`config.mk`:
```
export PLATFORM = sky130hd
export DESIGN_NAME = rtmc_top
export DESIGN_NICKNAME = d
export VERILOG_FILES = /design/src/rtl/rtmc_pkg.sv /design/src/rtl/rtmc_ctrl.sv /design/src/rtl/rtmc_dpath.sv /design/src/rtl/rtmc_top.sv
export SDC_FILE = /design/constraint.sdc
export NUM_CORES = 1
export LEC_CHECK = 0
export ABC_AREA = 1
export BUFFER_PORTS_ARGS = -buffer_cell sky130_fd_sc_hd__buf_2
export CAP_MARGIN = 30
export CORE_AREA = 8 8 195 197
export DETAILED_ROUTE_END_ITERATION = 8
export DIE_AREA = 0 0 203 205
export GPL_TIMING_DRIVEN = 1
export PLACE_DENSITY = 0.43
export SYNTH_ARGS = -nofsm -noshare
export SYNTH_HDL_FRONTEND = slang
export SYNTH_HIERARCHICAL = 1
export SYNTH_SLANG_ARGS = --single-unit
```
`constraint.sdc`:
```
create_clock -name clk -period 1.68 [get_ports clk]
set_input_delay 0.336 -clock clk [delete_from_list [all_inputs] [get_ports clk]]
set_output_delay 0.336 -clock clk [all_outputs]
set_load 0.01 [all_outputs]
```
`src/rtl/rtmc_pkg.sv`:
```
package rtmc_pkg;
  localparam int CNT_W      = 40;
  localparam int BYTE_N     = CNT_W / 8;
  localparam int SEL_W      = $clog2(BYTE_N);
  localparam int MATCH_BASE = BYTE_N;
  localparam int BITS_BASE  = 2 * BYTE_N;
  localparam int CTRL_ADDR  = 3 * BYTE_N;
  localparam int ADDR_W     = $clog2(CTRL_ADDR + 1);

  typedef enum logic [2:0] {
    RG_CNT, RG_MATCH, RG_BITS, RG_CTRL, RG_NONE
  } region_e;

  typedef struct packed {
    logic             stageWe;
    logic             commit;
    logic             snap;
    logic             matchWe;
    logic             bitsClr;
    logic             ctrlWe;
    logic             rdEn;
    region_e          region;
    logic [SEL_W-1:0] byteSel;
  } strobe_t;
endpackage

```
`src/rtl/rtmc_ctrl.sv`:
```
module rtmc_ctrl
  import rtmc_pkg::*;
(
  input  logic [ADDR_W-1:0] regAddr,
  input  logic              regWe,
  input  logic              regRe,
  output strobe_t           stb
);
  logic [ADDR_W-1:0] offs;
  region_e           region;
  logic              lastByte;

  // address decode into a region and a byte lane
  always_comb begin
    if (regAddr < ADDR_W'(MATCH_BASE)) begin
      region = RG_CNT;
      offs   = regAddr;
    end else if (regAddr < ADDR_W'(BITS_BASE)) begin
      region = RG_MATCH;
      offs   = regAddr - ADDR_W'(MATCH_BASE);
    end else if (regAddr < ADDR_W'(CTRL_ADDR)) begin
      region = RG_BITS;
      offs   = regAddr - ADDR_W'(BITS_BASE);
    end else if (regAddr == ADDR_W'(CTRL_ADDR)) begin
      region = RG_CTRL;
      offs   = '0;
    end else begin
      region = RG_NONE;
      offs   = '0;
    end
  end

  assign lastByte = (offs == ADDR_W'(BYTE_N - 1));

  always_comb begin
    stb         = '0;
    stb.region  = region;
    stb.byteSel = SEL_W'(offs);
    stb.rdEn    = regRe;
    stb.stageWe = regWe && (region == RG_CNT) && !lastByte;
    stb.commit  = regWe && (region == RG_CNT) && lastByte;
    stb.snap    = regRe && (region == RG_CNT) && (offs == '0);
    stb.matchWe = regWe && (region == RG_MATCH);
    stb.bitsClr = regWe && (region == RG_BITS);
    stb.ctrlWe  = regWe && (region == RG_CTRL);
  end
endmodule

```
`src/rtl/rtmc_dpath.sv`:
```
module rtmc_dpath
  import rtmc_pkg::*;
#(
  parameter  int PRE_DIV = 128,
  localparam int PRE_W   = $clog2(PRE_DIV)
) (
  input  logic             clk,
  input  logic             rstN,
  input  strobe_t          stb,
  input  logic [7:0]       wdata,
  output logic [7:0]       rdata,
  output logic [CNT_W-1:0] countVal,
  output logic [CNT_W-1:0] matchVal,
  output logic [CNT_W-1:0] bitsVal,
  output logic [CNT_W-1:0] holdVal,
  output logic             tick,
  output logic             hit,
  output logic             autoClr,
  output logic [1:0]       xtalMode,
  output logic             xtalEnable
);
  localparam int STAGE_W = CNT_W - 8;

  logic [PRE_W-1:0]   preCnt;
  logic [7:0]         stageLane [BYTE_N-1];
  logic [7:0]         matchLane [BYTE_N];
  logic [STAGE_W-1:0] stageVal;
  logic               hitPrev;
  logic               bitsFlag;
  logic               clearOk;

  // prescaler: wraps every PRE_DIV clocks, restarts on a counter load
  assign tick = (preCnt == PRE_W'(PRE_DIV - 1));

  always_ff @(posedge clk or negedge rstN) begin
    if (!rstN)           preCnt <= '0;
    else if (stb.commit) preCnt <= '0;
    else if (tick)       preCnt <= '0;
    else                 preCnt <= preCnt + PRE_W'(1);
  end

  // per-lane staging and compare registers
  for (genvar b = 0; b < BYTE_N - 1; b++) begin : g_stage
    always_ff @(posedge clk or negedge rstN) begin
      if (!rstN)
        stageLane[b] <= '0;
      else if (stb.stageWe && stb.byteSel == SEL_W'(b))
        stageLane[b] <= wdata;
    end
    assign stageVal[b*8 +: 8] = stageLane[b];
  end

  for (genvar b = 0; b < BYTE_N; b++) begin : g_match
    always_ff @(posedge clk or negedge rstN) begin
      if (!rstN)
        matchLane[b] <= '0;
      else if (stb.matchWe && stb.byteSel == SEL_W'(b))
        matchLane[b] <= wdata;
    end
    assign matchVal[b*8 +: 8] = matchLane[b];
  end

  // main counter
  assign hit     = (countVal == matchVal);
  assign clearOk = autoClr && hit && (matchVal != '0);

  always_ff @(posedge clk or negedge rstN) begin
    if (!rstN)
      countVal <= '0;
    else if (stb.commit)
      countVal <= {wdata, stageVal};
    else if (tick)
      countVal <= clearOk ? '0 : countVal + CNT_W'(1);
  end

  // sticky match record, set on the first cycle of equality
  always_ff @(posedge clk or negedge rstN) begin
    if (!rstN) begin
      hitPrev  <= 1'b1;
      bitsFlag <= 1'b0;
    end else begin
      hitPrev <= hit;
      if (hit && !hitPrev) bitsFlag <= 1'b1;
      else if (stb.bitsClr) bitsFlag <= 1'b0;
    end
  end
  assign bitsVal = {CNT_W{bitsFlag}};

  // read snapshot
  always_ff @(posedge clk or negedge rstN) begin
    if (!rstN)         holdVal <= '0;
    else if (stb.snap) holdVal <= countVal;
  end

  // control byte
  always_ff @(posedge clk or negedge rstN) begin
    if (!rstN) begin
      autoClr    <= 1'b0;
      xtalMode   <= 2'b00;
      xtalEnable <= 1'b0;
    end else if (stb.ctrlWe) begin
      autoClr    <= wdata[0];
      xtalMode   <= wdata[2:1];
      xtalEnable <= wdata[3];
    end
  end

  // registered read mux
  always_ff @(posedge clk or negedge rstN) begin
    if (!rstN) begin
      rdata <= '0;
    end else if (stb.rdEn) begin
      case (stb.region)
        RG_CNT:   rdata <= (stb.byteSel == '0) ? countVal[7:0]
                                               : holdVal[int'(stb.byteSel)*8 +: 8];
        RG_MATCH: rdata <= matchLane[stb.byteSel];
        RG_BITS:  rdata <= {8{bitsFlag}};
        RG_CTRL:  rdata <= {4'b0000, xtalEnable, xtalMode, autoClr};
        default:  rdata <= 8'h00;
      endcase
    end
  end
endmodule

```
`src/rtl/rtmc_top.sv`:
```
module rtmc_top
  import rtmc_pkg::*;
#(
  parameter int PRE_DIV = 128
) (
  input  logic              clk,
  input  logic              rstN,
  input  logic [ADDR_W-1:0] regAddr,
  input  logic              regWe,
  input  logic              regRe,
  input  logic [7:0]        regWdata,
  output logic [7:0]        regRdata,
  output logic              matchFabric,
  output logic              matchSeq,
  output logic [1:0]        xtalMode,
  output logic              xtalEnable
);
  strobe_t          stb;
  logic [CNT_W-1:0] countVal;
  logic [CNT_W-1:0] matchVal;
  logic [CNT_W-1:0] bitsVal;
  logic [CNT_W-1:0] holdVal;
  logic             tick;
  logic             hit;
  logic             autoClr;

  rtmc_ctrl ctrl_i (
    .regAddr (regAddr),
    .regWe   (regWe),
    .regRe   (regRe),
    .stb     (stb)
  );

  rtmc_dpath #(.PRE_DIV(PRE_DIV)) dpath_i (
    .clk        (clk),
    .rstN       (rstN),
    .stb        (stb),
    .wdata      (regWdata),
    .rdata      (regRdata),
    .countVal   (countVal),
    .matchVal   (matchVal),
    .bitsVal    (bitsVal),
    .holdVal    (holdVal),
    .tick       (tick),
    .hit        (hit),
    .autoClr    (autoClr),
    .xtalMode   (xtalMode),
    .xtalEnable (xtalEnable)
  );

  assign matchFabric = hit;
  assign matchSeq    = hit;
endmodule

```
After elaboration in Yosys (flattened, before gate mapping)

Index checks and enable logic that the tools add are counted.

Output and inout bits: 13
Bits in registers: 173
Logic and storage cells: 86
Bits of input ports: 16

Reduce and logical (&&, ||, !) cells: 28
Muxes and demuxes: 19
$add $sub $neg: 4
Equal/unequal tests: 11
Shift operators: 1
Bitwise gates (word level): 1
$lt $le $gt $ge: 4

Operator list:

| cell                                                 | number |
|---|---|
| 2-to-1 mux 40 bit                                    | 3 |
| adder 40 x 1 -> 40 bit (second input constant)       | 1 |
| equality test 40 bit                                 | 1 |
| nonzero test 40 bit                                  | 1 |
| variable part select 40 x 7 -> 8 bit                 | 1 |
| case mux 8 bit (4 select lines)                      | 1 |
| binary-select mux 8 bit (select 3 bit)               | 1 |
| 2-to-1 mux 8 bit                                     | 3 |
| logical AND 1 bit                                    | 20 |
| 2-to-1 mux 7 bit                                     | 2 |
| equality test 3 x 2 -> 1 bit (second input constant) | 4 |
| 2-to-1 mux 3 bit                                     | 4 |
| 2-to-1 mux 4 bit                                     | 3 |
| < comparator 4 bit (second input constant)           | 2 |
| adder 7 x 1 -> 7 bit (second input constant)         | 1 |
| equality test 7 bit (second input constant)          | 1 |
| equality test 3 x 1 -> 1 bit (second input constant) | 2 |
| zero test 3 bit                                      | 2 |
| equality test 4 x 3 -> 1 bit (second input constant) | 1 |
| equality test 4 bit (second input constant)          | 1 |
| >= comparator 4 bit (second input constant)          | 1 |
| zero test 4 bit                                      | 1 |
| < comparator 4 x 3 -> 1 bit (second input constant)  | 1 |
| NOT 3 -> 4 bit                                       | 1 |
| other kinds (6)                                      | 9 |

Longest topological paths before layout

Depth in word-level cells: 9
Gate-level depth with buffers: 20

Modules after synthesis

Netlist, hierarchy kept.

Modules (own cells, without submodules):

| module     | seq. area each (um^2) | area each (um^2) | times used | cells each |
|---|---|---|---|---|
| rtmc_dpath | 4330.4                | 9989.6           | 1          | 1373 |
| rtmc_ctrl  | 0.0                   | 345.3            | 1          | 61 |
| rtmc_top   | 0.0                   | 7.5              | 1          | 1 |

Least setup slack after synthesis

No wires, ideal clock.

Kind: input -> register
Start: input regAddr[1]
End: register dpath_i.holdVal[11]
Arrival: 2.056 ns
Required time: 1.547 ns
Buffers on the path: 3
Cell stages on the path: 14
Setup slack: -0.508 ns
Setup time: 0.133 ns
Path through: inv_1 > ha_1 > inv_1 > nand2_2 > nand2_4 > inv_2 > nand2_1 > nand3_2 > nand3b_1 > nor2_1 > clkbuf_1 > clkbuf_1 > buf_1 > a21oi_1

RTL lines:

| item                 | line             | source |
|---|---|---|
| start, declared      | rtmc_top.sv:8    | `input logic [ADDR_W-1:0] regAddr,` |
| end signal, assigned | rtmc_dpath.sv:92 | `else if (stb.snap) holdVal <= countVal;` |
| end, declared        | rtmc_dpath.sv:15 | `output logic [CNT_W-1:0] holdVal,` |

Worst setup path in the final report

Start: register dpath_i.countVal[28]
End: output matchSeq

Word-level cells in the longest chain between the ends: 1

Ends and longest elaborated chain:

| item                   | line             | source |
|---|---|---|
| start, declared        | rtmc_dpath.sv:12 | `output logic [CNT_W-1:0] countVal,` |
| start signal, assigned | rtmc_dpath.sv:71 | `countVal <= {wdata, stageVal};` |
| start signal, assigned | rtmc_dpath.sv:73 | `countVal <= clearOk ? '0 : countVal + CNT_W'(1);` |
| equality test 40 bit   | rtmc_dpath.sv:64 | `assign hit = (countVal == matchVal);` |
| end, declared          | rtmc_top.sv:14   | `output logic matchSeq,` |

No other way between the ends.

==> impl_summary.log <==
INFO  metric run_status = finished with violations
INFO  metric violated_checks = negative setup slack
INFO  metric die_height = about 210 um
INFO  metric cp_data_required_time = 1.34 ns
INFO  metric r2r_slack = -0.50 ns
INFO  metric report.final.slew_viol_count = 0
INFO  metric switch_share = between 40% and 50%
INFO  metric ir_worst_vdd = 0.837 mV
INFO  metric grt_overflow_total = 0
INFO  metric final.period_utilization = 136%
INFO  metric critical_path.startpoint = dpath_i/countVal[28]
INFO  metric drt_pre_antenna_iters = 6
INFO  metric placement_rows = 69
INFO  metric crit_path_end_kind = output port
INFO  metric worst-path-buf-inv = 3
INFO  metric routed_wire_length_per_instance = 19.7 um
INFO  metric die_area = approximately 0.042 mm^2
INFO  metric combinationalPowerShare = 42.6%
INFO  metric timing.critical_path.slowest_stage_cell = sky130_fd_sc_hd__dfrtp_1
INFO  metric synth_nets = 1394
INFO  metric cpPeakStageDelay = 0.42 ns
INFO  metric antenna_left = 0
INFO  metric cts-htree-levels = 4
INFO  metric place_ws = -0.828 ns
INFO  metric core_area = 0.0350 mm^2
INFO  metric timing.setup.critical_path_class = reg2out
INFO  metric die_width = 203 um
INFO  metric report.final.hold_viol_count = 0
INFO  metric synth.yosys.warnings = 6
INFO  metric post-route-min-period = about 2.3 ns
INFO  metric dominant_delay_contributor_by_cell_family_on_the_critical_path = simple AND/OR/NAND/NOR gates
INFO  metric wire_length_of_the_first_global_routing_pass = 62.5 mm
INFO  metric antenna_cells_inserted = 0
INFO  metric worst_hold_path_type = in2reg
INFO  metric clk_latency = between 0.4 and 0.5 ns
INFO  metric cp_max_fo = 3
INFO  metric gp_congestion = 0.916
INFO  metric cts_sinks = 165
INFO  metric r2r_cells = 15
INFO  metric tightestPinTransition = 0.620 ns
INFO  metric setup.worst_path.end = matchSeq
INFO  metric tritoncts = yes
INFO  metric area_growth_syn_to_layout = 58.1%
INFO  metric clock_root_buffer = sky130_fd_sc_hd__clkbuf_16
INFO  metric crit_cells = 9
INFO  metric floorplan.io_pins = 29
INFO  metric post_drt_via_cell_ratio = 4.71
INFO  metric power_frac_clock = 21.9%
INFO  metric worstReg2RegStart = dpath_i/countVal[28]
INFO  metric cts_inserted_buffers = 17
INFO  metric io_buffer_count = 28
INFO  metric worst_setup_path_start_kind = register
INFO  metric fmaxAchievable = 439 MHz
INFO  metric pwr-share-seq = a little over a third
INFO  metric power-per-cell-area = 1220 mW/mm^2
INFO  metric tot_gr_track_use = 20.3%
INFO  metric mappedNetlistArea = 0.00977 mm^2
INFO  metric first_global_vias = between 9k and 10k
INFO  metric num-nets-final = between 1.5k and 2k
INFO  metric cellLeakagePower = 7.44 nW
INFO  metric drt_drc_violations_left = 0
INFO  metric detailroute.via_count = 10.2k
INFO  metric hold_path_depth = 3
INFO  metric post_route_cells_drive_above_1_share = roughly 40%
INFO  metric synthesis.instances = 1371
INFO  metric slew-limit-headroom = 58.6%
INFO  metric worstPathArrival = 1.94 ns
INFO  metric grt_start_max_net_pins = 40
INFO  metric p_switching = around 0.0076 W
INFO  metric clk_pin_slew_worst_paths = 0.07 ns
INFO  metric rsz0062_at_grt = yes
INFO  metric floorplan.initialDensity = 27.9%
INFO  metric fin_skew = 0.0110 ns
INFO  metric postLayoutSetupSlackWorst = -0.599 ns
INFO  metric place.detailed.hpwl = 29.9 mm
INFO  metric crit_path_cell_trace = xnor2_1 -> buf_4 -> nand2_1 -> nor2_1 -> nand3_1 -> nor2_2 -> nand2_2 -> inv_2 -> buf_6
INFO  metric crit-reg2reg-capture = dpath_i/bitsFlag
INFO  metric detailedRoute.firstIterationViolations = 581
INFO  metric fin_hold_ws = 0.0994 ns
INFO  metric timing.final.setup_violations = 141
INFO  metric max_cap_viol_count = 0
INFO  metric internal_power = 0.0113 W
INFO  metric routed_wirelength = 42.9 mm
INFO  metric clock_tree.buffer_depth = 2
INFO  metric syn-mean-instance-area = around 7 um^2
INFO  metric grt_antenna_before_repair = 0
power groups by stage:
stage                     clock network (W)  registers, W  logic (W)
after global routing                0.00436       0.00686    0.00878
final                               0.00414       0.00671    0.00804
after detailed placement                  0       0.00662    0.00675
after floorplan                           0       0.00622    0.00344
after CTS                           0.00425       0.00658    0.00722
after global placement                    0       0.00661    0.00672
per-layer routing:
layer  wire length (um)  global-route usage (%)  part of all wire (%)  vias to the layer above
met5                  0                       0                     0                        -
met2              19800                    32.4                    46                      254
met1              19800                    27.2                    46                     4916
met3               1800                    3.27                   4.2                       70
li1                   -                       -                     -                     4993
met4               1480                    7.87                   3.4                        0
tightest hold or removal path, stage by stage:
cell and delay, ns:
sky130_fd_sc_hd__buf_2 0.09, sky130_fd_sc_hd__nand2_1 0.04, sky130_fd_sc_hd__o21ai_0 0.06
area by class of cell:
| class | instances | area [um^2] |
|---|---|---|
| fillers | 3531 | 19500 |
| multi-input cells | 967 | 5880 |
| flip-flops and latches | 165 | 4140 |
| repair buffers | 350 | 3420 |
| inverters | 196 | 811 |
| well taps | 461 | 577 |
| clock buffers | 19 | 453 |
| clock inverters | 13 | 148 |
| repair inverters | 1 | 8.76 |
layout by cell type, fill, tap and decap left out, drive strengths merged:
cell / n
o22ai: 20
conb: 1
buf: 347
bufinv: 2
nand2: 448
a21oi: 27
inv: 191
clkinvlp: 3
mux2: 1
o21ai: 163
nand4: 17
xor2: 29
clkbuf: 21
nor3b: 3
nor3: 9
ha: 7
nand3b: 3
o211ai: 4
dlygate4sd3: 1
dfstp: 1
xnor2: 7
nor2: 131
dfrtp: 164
clkinv: 14
nor4: 1
o21bai: 1
nand3: 95
how the worst min path moves through the flow:
stage | from | end | slack, ns
4_1_cts | regWdata[0] | dpath_i/autoClr | 0.08
5_1_grt | regWdata[3] | dpath_i/xtalEnable | 0.1
6_report | regWdata[0] | dpath_i/autoClr | 0.1
3_5_place_dp | rstN | dpath_i/countVal[28] | 0.29
2_1_floorplan | rstN | dpath_i/autoClr | 0.04
3_3_place_gp | rstN | dpath_i/countVal[28] | 0.29
what timing repair did:
action,in CTS,in global routing
gates cloned,15,7
hold buffers,1,0
resized for setup,178,283
endpoints found under the setup margin,162,160
endpoints found under the hold margin,28,0
pin swaps,40,61
setup buffers,33,30
metrics by stage:
stage	power, W	TNS (ns)	cells	utilization [%]	area, um^2
2_1_floorplan	0.00967	-17.24	1371	-	10100
3_3_place_gp	0.0133	-105.38	2068	36.1	12600
3_5_place_dp	0.0134	-109.06	2068	36.1	12600
4_1_cts	0.0181	-19.85	2148	41.4	14500
5_1_grt	0.0200	-37.12	2172	44.2	15400
6_report	0.0189	-25.70	2172	44.2	15400
state kept, by name, summed over array words and instances, names as in the netlist:
| signal | count |
|---|---|
| dpath_i/countVal | 40 |
| dpath_i/holdVal | 32 |
| dpath_i/preCnt | 7 |
| dpath_i/bitsFlag | 1 |
| dpath_i/hitPrev | 1 |
| dpath_i/stageLane | 32 |
| dpath_i/matchVal | 40 |
| dpath_i/rdata | 8 |
| dpath_i/autoClr | 1 |
| dpath_i/xtalEnable | 1 |
| dpath_i/xtalMode | 2 |
(Power assumes the default switching activity.)
